`src/rtl/osc_cfg_pkg.sv`:
```
package osc_cfg_pkg;

  localparam logic [6:0] OSC_BUS_ADDR  = 7'h58;
  localparam logic [7:0] WR_ADDR_BYTE  = {OSC_BUS_ADDR, 1'b0};
  localparam logic [7:0] REG_BUSMODE   = 8'h0D;
  localparam logic [7:0] BUSMODE_NOWR  = 8'h08;
  localparam logic [7:0] REG_OUTMUX    = 8'h02;
  localparam logic [7:0] OUTMUX_HI     = 8'h18;
  localparam logic [7:0] OUTMUX_LO     = 8'h00;
  localparam logic [7:0] REG_DIVIDER   = 8'h01;
  localparam logic [7:0] CMD_COMMIT    = 8'h3F;
  localparam int         SCRIPT_LEN    = 13;
  localparam int         IDX_W         = $clog2(SCRIPT_LEN + 1);

  typedef enum logic [1:0] {
    PHY_START = 2'd0,
    PHY_BYTE  = 2'd1,
    PHY_STOP  = 2'd2
  } phy_cmd_t;

  typedef enum logic [1:0] {
    EN_IDLE  = 2'd0,
    EN_START = 2'd1,
    EN_BYTE  = 2'd2,
    EN_STOP  = 2'd3
  } eng_state_t;

  typedef enum logic [2:0] {
    SQ_IDLE       = 3'd0,
    SQ_START_REQ  = 3'd1,
    SQ_START_WAIT = 3'd2,
    SQ_BYTE_REQ   = 3'd3,
    SQ_BYTE_WAIT  = 3'd4,
    SQ_STOP_REQ   = 3'd5,
    SQ_STOP_WAIT  = 3'd6
  } seq_state_t;

endpackage

```
`src/rtl/osc_cfg_qtick.sv`:
```
module osc_cfg_qtick #(
  parameter int QTR_CYCLES = 250
) (
  input  logic clk,
  input  logic rst_n,
  input  logic run_i,
  output logic tick_o
);
  localparam int CNT_W = (QTR_CYCLES > 1) ? $clog2(QTR_CYCLES) : 1;
  localparam logic [CNT_W-1:0] CNT_LAST = CNT_W'(QTR_CYCLES - 1);

  logic [CNT_W-1:0] cnt_q, cnt_d;
  logic             wrap;

  assign wrap   = (cnt_q == CNT_LAST);
  assign tick_o = run_i && wrap;

  always_comb begin
    cnt_d = cnt_q;
    if (!run_i)    cnt_d = '0;
    else if (wrap) cnt_d = '0;
    else           cnt_d = cnt_q + CNT_W'(1);
  end

  always_ff @(posedge clk or negedge rst_n) begin
    if (!rst_n) cnt_q <= '0;
    else        cnt_q <= cnt_d;
  end
endmodule

```
`src/rtl/osc_cfg_bitio.sv`:
```
module osc_cfg_bitio
  import osc_cfg_pkg::*;
#(
  parameter int QTR_CYCLES = 250
) (
  input  logic     clk,
  input  logic     rst_n,
  input  logic     cmd_valid_i,
  input  phy_cmd_t cmd_i,
  input  logic [7:0] byte_i,
  input  logic     sda_in_i,
  output logic     ready_o,
  output logic     done_o,
  output logic     nack_o,
  output logic     scl_low_o,
  output logic     sda_low_o
);
  eng_state_t st_q, st_d;
  logic [1:0] ph_q, ph_d;
  logic [3:0] bit_q, bit_d;
  logic [7:0] sh_q, sh_d;
  logic       nack_q, nack_d;
  logic       scl_q, scl_d;
  logic       sda_q, sda_d;
  logic       done_q, done_d;
  logic       tick;
  logic       ack_slot;

  osc_cfg_qtick #(.QTR_CYCLES(QTR_CYCLES)) u_qtick (
    .clk   (clk),
    .rst_n (rst_n),
    .run_i (st_q != EN_IDLE),
    .tick_o(tick)
  );

  assign ack_slot = (bit_q == 4'd8);

  always_comb begin
    st_d   = st_q;
    ph_d   = ph_q;
    bit_d  = bit_q;
    sh_d   = sh_q;
    nack_d = nack_q;
    scl_d  = scl_q;
    sda_d  = sda_q;
    done_d = 1'b0;
    unique case (st_q)
      EN_IDLE: begin
        if (cmd_valid_i) begin
          ph_d  = 2'd0;
          bit_d = 4'd0;
          sh_d  = byte_i;
          unique case (cmd_i)
            PHY_START: st_d = EN_START;
            PHY_BYTE:  st_d = EN_BYTE;
            default:   st_d = EN_STOP;
          endcase
        end
      end
      EN_START: begin
        if (tick) begin
          ph_d = ph_q + 2'd1;
          unique case (ph_q)
            2'd0: begin scl_d = 1'b0; sda_d = 1'b0; end
            2'd1: sda_d = 1'b1;
            2'd2: scl_d = 1'b1;
            default: begin done_d = 1'b1; st_d = EN_IDLE; end
          endcase
        end
      end
      EN_BYTE: begin
        if (tick) begin
          ph_d = ph_q + 2'd1;
          unique case (ph_q)
            2'd0: sda_d = ack_slot ? 1'b0 : ~sh_q[7];
            2'd1: scl_d = 1'b0;
            2'd2: if (ack_slot) nack_d = sda_in_i;
            default: begin
              scl_d = 1'b1;
              if (ack_slot) begin
                done_d = 1'b1;
                st_d   = EN_IDLE;
              end else begin
                bit_d = bit_q + 4'd1;
                sh_d  = {sh_q[6:0], 1'b0};
              end
            end
          endcase
        end
      end
      default: begin
        if (tick) begin
          ph_d = ph_q + 2'd1;
          unique case (ph_q)
            2'd0: sda_d = 1'b1;
            2'd1: scl_d = 1'b0;
            2'd2: sda_d = 1'b0;
            default: begin done_d = 1'b1; st_d = EN_IDLE; end
          endcase
        end
      end
    endcase
  end

  always_ff @(posedge clk or negedge rst_n) begin
    if (!rst_n) begin
      st_q   <= EN_IDLE;
      ph_q   <= 2'd0;
      bit_q  <= 4'd0;
      sh_q   <= 8'd0;
      nack_q <= 1'b0;
      scl_q  <= 1'b0;
      sda_q  <= 1'b0;
      done_q <= 1'b0;
    end else begin
      st_q   <= st_d;
      ph_q   <= ph_d;
      bit_q  <= bit_d;
      sh_q   <= sh_d;
      nack_q <= nack_d;
      scl_q  <= scl_d;
      sda_q  <= sda_d;
      done_q <= done_d;
    end
  end

  assign ready_o   = (st_q == EN_IDLE);
  assign done_o    = done_q;
  assign nack_o    = nack_q;
  assign scl_low_o = scl_q;
  assign sda_low_o = sda_q;
endmodule

```
`src/rtl/osc_cfg_script.sv`:
```
module osc_cfg_script
  import osc_cfg_pkg::*;
#(
  parameter int DIV_W = 10
) (
  input  logic [IDX_W-1:0] idx_i,
  input  logic [DIV_W-1:0] div_i,
  output logic [7:0]       byte_o,
  output logic             txn_last_o
);
  localparam int PAD = 16 - DIV_W;

  logic [15:0] div_just;

  assign div_just = 16'(div_i) << PAD;

  always_comb begin
    byte_o     = 8'h00;
    txn_last_o = 1'b0;
    unique case (idx_i)
      IDX_W'(0), IDX_W'(3), IDX_W'(7), IDX_W'(11): byte_o = WR_ADDR_BYTE;
      IDX_W'(1):  byte_o = REG_BUSMODE;
      IDX_W'(2):  begin byte_o = BUSMODE_NOWR; txn_last_o = 1'b1; end
      IDX_W'(4):  byte_o = REG_OUTMUX;
      IDX_W'(5):  byte_o = OUTMUX_HI;
      IDX_W'(6):  begin byte_o = OUTMUX_LO; txn_last_o = 1'b1; end
      IDX_W'(8):  byte_o = REG_DIVIDER;
      IDX_W'(9):  byte_o = div_just[15:8];
      IDX_W'(10): begin byte_o = div_just[7:0]; txn_last_o = 1'b1; end
      IDX_W'(12): begin byte_o = CMD_COMMIT; txn_last_o = 1'b1; end
      default:    txn_last_o = 1'b1;
    endcase
  end
endmodule

```
`src/rtl/osc_cfg_seq.sv`:
```
module osc_cfg_seq
  import osc_cfg_pkg::*;
#(
  parameter int QTR_CYCLES = 250,
  parameter int DIV_W      = 10
) (
  input  logic             clk,
  input  logic             rst_n,
  input  logic             start_i,
  input  logic [DIV_W-1:0] divider_i,
  input  logic             sda_in_i,
  output logic             scl_drv_low_o,
  output logic             sda_drv_low_o,
  output logic             done_o,
  output logic             err_o
);
  seq_state_t       sq_q, sq_d;
  logic [IDX_W-1:0] idx_q, idx_d;
  logic [DIV_W-1:0] div_q, div_d;
  logic             done_q, done_d;
  logic             err_q, err_d;
  logic             abort_q, abort_d;

  logic             cmd_valid;
  phy_cmd_t         cmd;
  logic [7:0]       cur_byte;
  logic             txn_last;
  logic             eng_ready, eng_done, eng_nack;

  osc_cfg_script #(.DIV_W(DIV_W)) u_script (
    .idx_i     (idx_q),
    .div_i     (div_q),
    .byte_o    (cur_byte),
    .txn_last_o(txn_last)
  );

  osc_cfg_bitio #(.QTR_CYCLES(QTR_CYCLES)) u_eng (
    .clk        (clk),
    .rst_n      (rst_n),
    .cmd_valid_i(cmd_valid),
    .cmd_i      (cmd),
    .byte_i     (cur_byte),
    .sda_in_i   (sda_in_i),
    .ready_o    (eng_ready),
    .done_o     (eng_done),
    .nack_o     (eng_nack),
    .scl_low_o  (scl_drv_low_o),
    .sda_low_o  (sda_drv_low_o)
  );

  always_comb begin
    sq_d      = sq_q;
    idx_d     = idx_q;
    div_d     = div_q;
    done_d    = done_q;
    err_d     = err_q;
    abort_d   = abort_q;
    cmd_valid = 1'b0;
    cmd       = PHY_START;
    unique case (sq_q)
      SQ_IDLE: begin
        if (start_i) begin
          done_d  = 1'b0;
          err_d   = 1'b0;
          abort_d = 1'b0;
          idx_d   = '0;
          div_d   = divider_i;
          sq_d    = SQ_START_REQ;
        end
      end
      SQ_START_REQ: begin
        cmd_valid = 1'b1;
        cmd       = PHY_START;
        if (eng_ready) sq_d = SQ_START_WAIT;
      end
      SQ_START_WAIT: if (eng_done) sq_d = SQ_BYTE_REQ;
      SQ_BYTE_REQ: begin
        cmd_valid = 1'b1;
        cmd       = PHY_BYTE;
        if (eng_ready) sq_d = SQ_BYTE_WAIT;
      end
      SQ_BYTE_WAIT: begin
        if (eng_done) begin
          if (eng_nack) begin
            abort_d = 1'b1;
            sq_d    = SQ_STOP_REQ;
          end else begin
            idx_d = idx_q + IDX_W'(1);
            sq_d  = txn_last ? SQ_STOP_REQ : SQ_BYTE_REQ;
          end
        end
      end
      SQ_STOP_REQ: begin
        cmd_valid = 1'b1;
        cmd       = PHY_STOP;
        if (eng_ready) sq_d = SQ_STOP_WAIT;
      end
      default: begin
        if (eng_done) begin
          if (abort_q) begin
            err_d = 1'b1;
            sq_d  = SQ_IDLE;
          end else if (idx_q == IDX_W'(SCRIPT_LEN)) begin
            done_d = 1'b1;
            sq_d   = SQ_IDLE;
          end else begin
            sq_d = SQ_START_REQ;
          end
        end
      end
    endcase
  end

  always_ff @(posedge clk or negedge rst_n) begin
    if (!rst_n) begin
      sq_q    <= SQ_IDLE;
      idx_q   <= '0;
      div_q   <= '0;
      done_q  <= 1'b0;
      err_q   <= 1'b0;
      abort_q <= 1'b0;
    end else begin
      sq_q    <= sq_d;
      idx_q   <= idx_d;
      div_q   <= div_d;
      done_q  <= done_d;
      err_q   <= err_d;
      abort_q <= abort_d;
    end
  end

  assign done_o = done_q;
  assign err_o  = err_q;
endmodule

```
`config.mk`:
```
export PLATFORM = sky130hd
export DESIGN_NAME = osc_cfg_seq
export DESIGN_NICKNAME = d
export VERILOG_FILES = /design/src/rtl/osc_cfg_pkg.sv /design/src/rtl/osc_cfg_qtick.sv /design/src/rtl/osc_cfg_bitio.sv /design/src/rtl/osc_cfg_script.sv /design/src/rtl/osc_cfg_seq.sv
export SDC_FILE = /design/constraint.sdc
export NUM_CORES = 1
export LEC_CHECK = 0
export BUFFER_PORTS_ARGS = -buffer_cell sky130_fd_sc_hd__buf_4
export CORE_MARGIN = 5
export CORE_UTILIZATION = 60
export CTS_BUF_LIST = sky130_fd_sc_hd__clkbuf_8
export CTS_CLUSTER_SIZE = 30
export DETAILED_ROUTE_END_ITERATION = 8
export GPL_TIMING_DRIVEN = 0
export PLACE_DENSITY = 0.79
export SLEW_MARGIN = 0
export SYNTH_ARGS = -nofsm -noshare
export SYNTH_HDL_FRONTEND = slang
export SYNTH_SLANG_ARGS = --single-unit
```
`constraint.sdc`:
```
create_clock -name clk -period 2 [get_ports clk]
set_input_delay 0.4 -clock clk [delete_from_list [all_inputs] [get_ports clk]]
set_output_delay 0.4 -clock clk [all_outputs]
set_load 0.01 [all_outputs]
```
## After elaboration in Yosys (flattened, before gate mapping)

Index checks and enable logic that the tools add are counted.

- Add/sub/neg operators: 4
- Eq/ne operators: 43
- Mux-type cells: 74
- Bitwise logic cells: 3
- Reduce and logical (&&, ||, !) cells: 34

Operators by type and width:

| kind | number |
|---|---|
| $pmux 8 s9 | 1 |
| $mux 8 | 6 |
| $eq 4x4->1 const B | 7 |
| $mux 4 | 7 |
| $mux 3 | 9 |
| $mux 1 | 25 |
| $reduce_and 5->1 | 4 |
| $mux 2 | 9 |
| $ne 2x2->1 const B | 9 |
| $pmux 3 s6 | 1 |
| $ne 2x1->1 const B | 8 |
| $pmux 1 s2 | 8 |
| $pmux 4 s2 | 2 |
| $pmux 8 s2 | 1 |
| $reduce_and 4->1 | 4 |
| $reduce_bool 2->1 | 7 |
| $eq 4x3->1 const B | 3 |
| $pmux 2 s2 | 3 |
| $reduce_or 9->1 | 1 |
| $add 4x1->4 const B | 2 |
| $add 8x1->8 const B | 1 |
| $eq 4x2->1 const B | 2 |
| $eq 8x8->1 const B | 1 |
| $reduce_and 7->1 | 1 |
| 22 further kinds | 36 |

- Register bits after elaboration: 48
- Output and inout bits: 4
- Word-level logic and storage cells: 173

## Longest topological paths before layout

Gate-level depths: netlist of run 1.

- Depth in word-level cells: 6
- Depth in mapped cells: 8
- Depth with buffers taken out: 6

## Cells and area by module

From an unflattened synthesis of run 1, not the netlist that was laid out.

- Cells, all modules: 297
- Area total of the unflattened synthesis: 3049.2 µm²

Modules (own cells, without submodules):

| module | times used | cells an instance | area each (µm²) | seq. area each (µm²) |
|---|---|---|---|---|
| osc_cfg_bitio | 1 | 123 | 1288.7 | 500.5 |
| osc_cfg_seq | 1 | 92 | 1069.8 | 500.5 |
| osc_cfg_qtick | 1 | 43 | 405.4 | 200.2 |
| osc_cfg_script | 1 | 39 | 285.3 | 0.0 |

## Worst setup path after synthesis of run 1

No wires, ideal clock.

- Path kind: reg-to-reg
- From: reg u_eng.st_q[0]
- To: reg u_eng.sh_q[2]
- Arrival time: 1.662 ns
- Data required time: 1.875 ns
- Setup slack: 0.213 ns
- Stages on the path, launching flop included: 8
- Buffers on the path: 2
- Clock period less this slack: 1.787 ns
- Cell sequence: dfrtp_1 -> inv_1 -> ha_1 -> clkbuf_1 -> and2_4 -> a32o_2 -> buf_6 -> mux2_4

- Longest elaborated chain between the ends: 4
- Elaborated cells between the ends (all ways): 11
- Classes of those cells: eq/ne (5); mux (1); reduce/logical (5)

RTL lines:

| what | line | RTL |
|---|---|---|
| from (decl) | osc_cfg_bitio.sv:18 | `eng_state_t st_q, st_d;` |
| from (signal assigned) | osc_cfg_bitio.sv:116 | `st_q <= st_d;` |
| $reduce_bool 2->1 | osc_cfg_bitio.sv:32 | `.run_i (st_q != EN_IDLE),` |
| $logic_and 1x1->1 | osc_cfg_qtick.sv:16 | `assign tick_o = run_i && wrap;` |
| $ne 2x1->1 (no line) | - |  |
| $reduce_and 5->1 (no line) | - |  |
| to (signal assigned) | osc_cfg_bitio.sv:110 | `sh_q <= 8'd0;` |
| to (signal assigned) | osc_cfg_bitio.sv:119 | `sh_q <= sh_d;` |
| to (decl) | osc_cfg_bitio.sv:21 | `logic [7:0] sh_q, sh_d;` |

Several ways; a longest one is shown, not always the timed one.
A chain may end at the register's enable or synchronous reset.

## Worst setup path in the final report of run 1

- From: reg u_eng.st_q[0]
- To: reg u_eng.sh_q[4]

The elaborated chain is that of the path after synthesis.

==> run metrics, run 1 <==
fill count 354; first-pass GRT wire length 10000 um; pin count of the biggest net entering global routing 49; Worst-path clk slew 0.10 ns; hold buffer count at CTS 0; First-pass DRT Iterations 4; vias in the first global route 2155; Die X 78.3 um; net count after synthesis 304; via/cell ratio 5.97; Worst Path Required 2.21 ns; clock sinks 48; slew of the pin with the lowest slew margin 0.610 ns; HP Class input port to asynchronous set/reset pin; die extent in y 78.3 um; switching power total 417 uW; Slew Limit Headroom 59.3%; synth top area cells dfrtp_1, ha_1, mux2_2, nor2_1, mux2_4; Placed Instance Area 0.00299 sq mm; final core utilization 70.5%; port bufs 17; final-report max-slew violation count 0; fin nets 329; Max Cap Viol 0; outcome finished, final reports clean; CTS tree yes; CTS Buf Count 5; ant diodes 0; DRC 0; antenna viol nets, final 0; EDFF count, synth 0; Clk Latency, worst-skew pair 0.31 ns; DR WL/cell 16.1 um; Syn Std Cell Area 0.00280 sq mm; Starting Density 62.9%; Iter 0 DRT Violations 104; Final Cell Area 0.00313 sq mm; Post-Synthesis Cells 275; share of layout cells above drive strength 1 22.6%; Worst Path Arrival 2.08 ns; top-count cell post-synth dfrtp_1; Syn Area/Cell 10.2 sq um; WL final 5690 um; fin crit period 1.88 ns; Placement Rows 24; Final Hold Fails 0; VDD IR-drop max 0.514 mV; CP startpoint kind flip-flop; placer's final routability congestion estimate 0.844; maximum root-to-sink buffer count 2; core region area 0.00444 sq mm; synth cell count leaders dfrtp_1, nor2_1, inv_1, ha_1, nand2_1; period utilization 93.9%; cell taking the most area after synthesis dfrtp_1; CP Max Fanout 10; Die ar. 0.00612 sq mm; top cell type's share of synthesized area 43.0%; total grt overflow 0; I/O Pins 18; Area Overhead vs Synth 12.0%; switching share of total power 22.9%; Clock power frac 40.6%; power per cell area 581 mW/mm^2; Syn. warnings 0; Post-DP HPWL 4040 um; area occupied by multi-input gates 0.00146 sq mm; WHS 0.0805 ns; initial antenna violation count 0; combinational share of power 4.7%; Seq. cell area 0.00120 sq mm; internal power 1400 uW; sequential area share after synthesis 43.0%; achievable frequency 533 MHz; endpoint class of the critical path flip-flop; Worst Skew 0.00988 ns; Final setup viols 0; Leak 0.00141 uW; RSZ-0062 raised after global routing false; Vias 2109; number of distinct library cells after synthesis 59; ys async rst share 100%; class of the most critical setup path flip-flop to flip-flop; sequential share of power 54.7%; clock tree root driver cell clkbuf_8; Seq cells post-synth 48; htree depth 2; global-route usage over all layers 20.5%; ys flop type dfrtp_1
## per-layer routing
layer  GRT usage (%)  wire [um]  up-vias
met5               0          0        -
met4            7.87         89        0
met3            4.23        205        6
met2            35.9       2890       42
met1            24.8       2500     1026
li1                -          -     1035
## flip-flops by register name (all words and copies together) (netlist names)
name and flops:
u_eng.sda_low_o 1, u_eng.bit_q 4, err_o 1, u_eng.sh_q 8, u_eng.ph_q 2, abort_q 1
done_o 1, sq_q 3, u_eng.done_o 1, u_eng.st_q 2, u_eng.u_qtick.cnt_q 8, u_eng.nack_o 1
u_eng.scl_low_o 1, div_q 10, idx_q 4
## cell families (layout without fill, tap and decap cells)
kind of cell             after synthesis  count (layout)  share of synthesized area (%)
XOR/XNOR                              10              10                           3.13
buffers and inverters                 33              59                           5.15
adder cells (fa/ha/maj)               16              16                           7.07
AO/OA/AOI/OAI                         58              58                           14.5
AND/OR/NAND/NOR                       85              85                           16.5
multiplexers                          25              25                           10.7
flip-flops                            48              48                           43.0
## critical path: stages, from the launching register on
cell and delay [ns]:
dfrtp_1 0.39, inv_1 0.12, ha_1 0.18, buf_4 0.17, inv_1 0.09, nor2_4 0.15, a32o_2 0.19, buf_8 0.16
mux2_4 0.31
## path summary, 6_finish.rpt
path | from | endpoint | slack (ns) | cells after the start
max | u_eng.st_q[0]$_DFFE_PN0P_ | u_eng.sh_q[4]$_DFFE_PN0P_ | 0.12 | 8
min | rst_n | u_eng.ph_q[1]$_DFFE_PN0P_ | 0.08 | 1
max reg2reg | u_eng.st_q[0]$_DFFE_PN0P_ | u_eng.sh_q[4]$_DFFE_PN0P_ | 0.12 | 8
min reg2reg | u_eng.scl_low_o$_DFFE_PN0P_ | u_eng.scl_low_o$_DFFE_PN0P_ | 0.49 | 1
max in group asynchronous | rst_n | abort_q$_DFFE_PN0P_ | 1.49 | 1
min in group clk | sda_in_i | u_eng.nack_o$_DFFE_PN0P_ | 0.32 | 2
## power by group through the flow
stage,clock network [uW],logic (uW),registers (uW)
6_report,738,86.2,995
5_1_grt,802,98.3,997
4_1_cts,757,88.2,995
3_5_place_dp,0,87.6,1010
3_3_place_gp,0,85.0,1010
2_1_floorplan,0,36.9,1010
## repair_timing
action                                  4_1_cts  5_1_grt
resized for setup                             3        3
pin swaps                                     0        1
endpoints found under the setup margin        9        6
buffers inserted                              0        2
## final cells by class
cell class / count / area share [%]
inverter: 21 / 2.52
sequential: 48 / 38.4
clock buffer: 5 / 2.20
clock inverter: 3 / 1.48
multi-input combinational: 194 / 46.6
buffer: 11 / 2.20
timing repair buffer: 19 / 4.55
tap: 52 / 2.08
## metrics by stage
step / power (uW) / std cells / worst slack [ns] / TNS, ns
3_3_place_gp: 1100 / 344 / -0.0419 / -0.248
2_1_floorplan: 1050 / 275 / 0.213 / 0
3_5_place_dp: 1100 / 344 / -0.0807 / -0.436
6_report: 1820 / 353 / 0.122 / 0
5_1_grt: 1900 / 353 / 0.00235 / 0
4_1_cts: 1840 / 351 / 0.0294 / 0
## placed cells by master, fill, tap and decap left out, types with 2 or more instances in the layout
cell type / count
o211ai_1: 5
nor2_1: 25
xnor2_1: 8
buf_2: 3
buf_4: 22
mux2_4: 6
a221oi_1: 2
nand2b_1: 2
nor2_4: 3
dfrtp_1: 48
clkbuf_8: 5
o21ai_0: 13
nand2_1: 15
nand4_1: 4
a21oi_1: 7
ha_1: 14
a211oi_1: 2
a22o_1: 2
xor2_1: 2
a41oi_1: 4
a31oi_1: 7
nand3_1: 14
nor2b_1: 5
inv_1: 20
nor3_1: 4
mux2i_1: 5
mux2_2: 14
clkbuf_1: 3
(Power assumes the default switching activity.)
==> run 2, diff against run 1 <==
--- a/config.mk
+++ b/config.mk
@@ -5,6 +5,7 @@
 export SDC_FILE = /design/constraint.sdc
 export NUM_CORES = 1
 export LEC_CHECK = 0
+export ABC_AREA = 1
 export BUFFER_PORTS_ARGS = -buffer_cell sky130_fd_sc_hd__buf_4
 export CORE_MARGIN = 5
 export CORE_UTILIZATION = 60
==> constraint.sdc (replaced) <==
create_clock -name clk -period 2 [get_ports clk]
set_input_delay 0.4 -clock clk [delete_from_list [all_inputs] [get_ports clk]]
set_output_delay 0.4 -clock clk [all_outputs]
set_load 0.1 [all_outputs]
==> run metrics, run 2 <==
outcome finished, final reports clean; final-report max-slew violation count 0; core region area 0.00435 sq mm; Leak 0.00153 uW; number of distinct library cells after synthesis 33; Die ar. 0.00596 sq mm; cell taking the most area after synthesis dfrtp_1; CP startpoint kind flip-flop; internal power 1280 uW; Final Hold Fails 0; DRC 0; sequential share of power 60.2%; synth cell count leaders nand2_1, dfrtp_1, inv_1, nor2_1, nand3_1; Slew Limit Headroom 60.4%; top cell type's share of synthesized area 44.3%; hold buffer count at CTS 0; vias in the first global route 2123; via/cell ratio 5.25; Iter 0 DRT Violations 152; clock tree root driver cell clkbuf_8; Area Overhead vs Synth 10.4%; net count after synthesis 380; Starting Density 62.2%; CTS tree yes; final core utilization 68.7%; Setup Buffers After CTS 0; ys flop type dfrtp_1; EDFF count, synth 0; Syn Std Cell Area 0.00271 sq mm; Vias 2247; setup TNS 0 ns; RSZ-0062 raised after global routing false; WL final 5260 um; DR WL/cell 12.3 um; placer's final routability congestion estimate 0.831; CP Max Fanout 10; leading cell type in the layout, fill and taps excluded nand2_1; Syn. warnings 0; Worst Path Arrival 1.94 ns; Biggest register div_q; period utilization 87.4%; Post-Synthesis Cells 351; fin nets 404; Seq cells post-synth 48; share of layout cells above drive strength 1 13.0%; sequential area share after synthesis 44.3%; maximum root-to-sink buffer count 2; I/O Pins 18; First-pass DRT Iterations 4; most frequent CP cell nand2_1; Worst Path Required 2.19 ns; combinational share of power 4.2%; total power 1640 uW; Placement Rows 24; Die X 77.2 um; global-route usage over all layers 18.9%; class of the most critical setup path flip-flop to flip-flop; HP Class input port to asynchronous set/reset pin; Post-DP HPWL 3830 um; switching power total 364 uW; switching share of total power 22.2%; power per cell area 549 mW/mm^2; Worst Skew 0.00956 ns; ys async rst share 100%; total grt overflow 0; slew of the pin with the lowest slew margin 0.594 ns; Resized Gates After CTS 0; CP peak stage delay 0.40 ns; pin count of the biggest net entering global routing 49; htree depth 2; Clock power frac 35.5%; commonest cells after routing, fill and taps aside nand2_1, dfrtp_1, inv_1, nor2_1, nand3_1; Largest register FFs 10; Max Cap Viol 0; initial antenna violation count 0; fill count 369; Clk Latency, worst-skew pair 0.30 ns; top-count cell post-synth nand2_1; fin crit period 1.75 ns; first-pass GRT wire length 9270 um; CTS Buf Count 5; ant diodes 0; port bufs 17; synth top area cells dfrtp_1, nand2_1, ha_1, inv_1, nand3_1; Top Registers div_q (10), u_eng.sh_q (8), u_eng.u_qtick.cnt_q (8); die extent in y 77.2 um; clock sinks 48; Crit-path slowest cell dfrtp_1; Final setup viols 0; Syn Area/Cell 7.72 sq um; antenna viol nets, final 0; achievable frequency 572 MHz; endpoint class of the critical path flip-flop; VDD IR-drop max 0.418 mV; critical path cell sequence inv_1 > ha_1 > buf_2 > o21ai_1 > inv_1 > nor2_1 > nor2_1 > nand2_1 > buf_4 > nand2_1 > nand2_1; Worst-path clk slew 0.09 ns
## run 2: path summary, 6_finish.rpt
| path | slack (ns) | endpoint | start | depth (start not counted) |
|---|---|---|---|---|
| worst max register to register | 0.25 | u_eng.sh_q[2]$_DFFE_PN0P_ | u_eng.st_q[0]$_DFFE_PN0P_ | 11 |
| min in group clk | 0.30 | div_q[9]$_DFFE_PN0P_ | divider_i[9] | 3 |
| worst min register to register | 0.48 | div_q[9]$_DFFE_PN0P_ | div_q[9]$_DFFE_PN0P_ | 2 |
| worst max-delay path | 0.25 | u_eng.sh_q[2]$_DFFE_PN0P_ | u_eng.st_q[0]$_DFFE_PN0P_ | 11 |
| max in group asynchronous | 1.50 | div_q[4]$_DFFE_PN0P_ | rst_n | 1 |
| worst min-delay path | 0.10 | u_eng.u_qtick.cnt_q[1]$_DFF_PN0_ | rst_n | 1 |
## run 2: power by group through the flow
stage	combinational (uW)	clock, uW	sequential, uW
CTS	71.8	599	990
detailed placement	72.0	0	1010
floorplan	11.9	0	1020
global placement	70.6	0	1010
finish	69.6	584	990
global route	79.8	651	992
## run 2: per-layer routing
| metal | global-route usage (%) | share of wire (%) |
|---|---|---|
| met5 | 0 | 0 |
| met4 | 6.01 | 1.3 |
| met3 | 3.75 | 3.3 |
| met2 | 30.1 | 46 |
| met1 | 25.7 | 49 |
## run 2: worst max-delay path: cells and delay by family (launching register included)
kind / cells / cell delay, ns
buffers and inverters: 4 / 0.59
adders and majority gates: 1 / 0.15
and+or+nand+nor: 5 / 0.37
DFF: 1 / 0.40
AOI/OAI and AO/OA: 1 / 0.13
## run 2: cells by family (layout without fill, tap and decap cells)
kind of cell / count (synthesis) / in the layout / share of synthesized area, %
muxes: 2 / 2 / 0.739
DFF: 48 / 48 / 44.3
adders and majority gates: 15 / 15 / 6.93
buffers and inverters: 46 / 71 / 6.93
and+or+nand+nor: 187 / 187 / 29.8
xor gates and xnor gates: 3 / 3 / 0.970
AOI/OAI and AO/OA: 50 / 50 / 10.3
## run 2: through the flow
step	worst slack [ns]	hold WS, ns	area (sq um)	instances
after global routing	0.0129	0.147	2990	428
after detailed placement	0.262	0.454	2900	420
after floorplan	0.493	0.104	2710	351
after global placement	0.328	0.451	2900	420
after CTS	0.241	0.117	2990	428
final	0.252	0.103	2990	428
## run 2: area by class of cell
cell class | instances | area, sq um | area share [%]
inverters | 40 | 150 | 5.02
multi-input cells | 257 | 1320 | 44.1
flip-flops and latches | 48 | 1200 | 40.2
clock inverters | 2 | 7.51 | 0.251
clock buffers | 6 | 82.6 | 2.76
repair buffers | 17 | 128 | 4.27
plain buffers | 6 | 37.5 | 1.25
well taps | 52 | 65.1 | 2.17
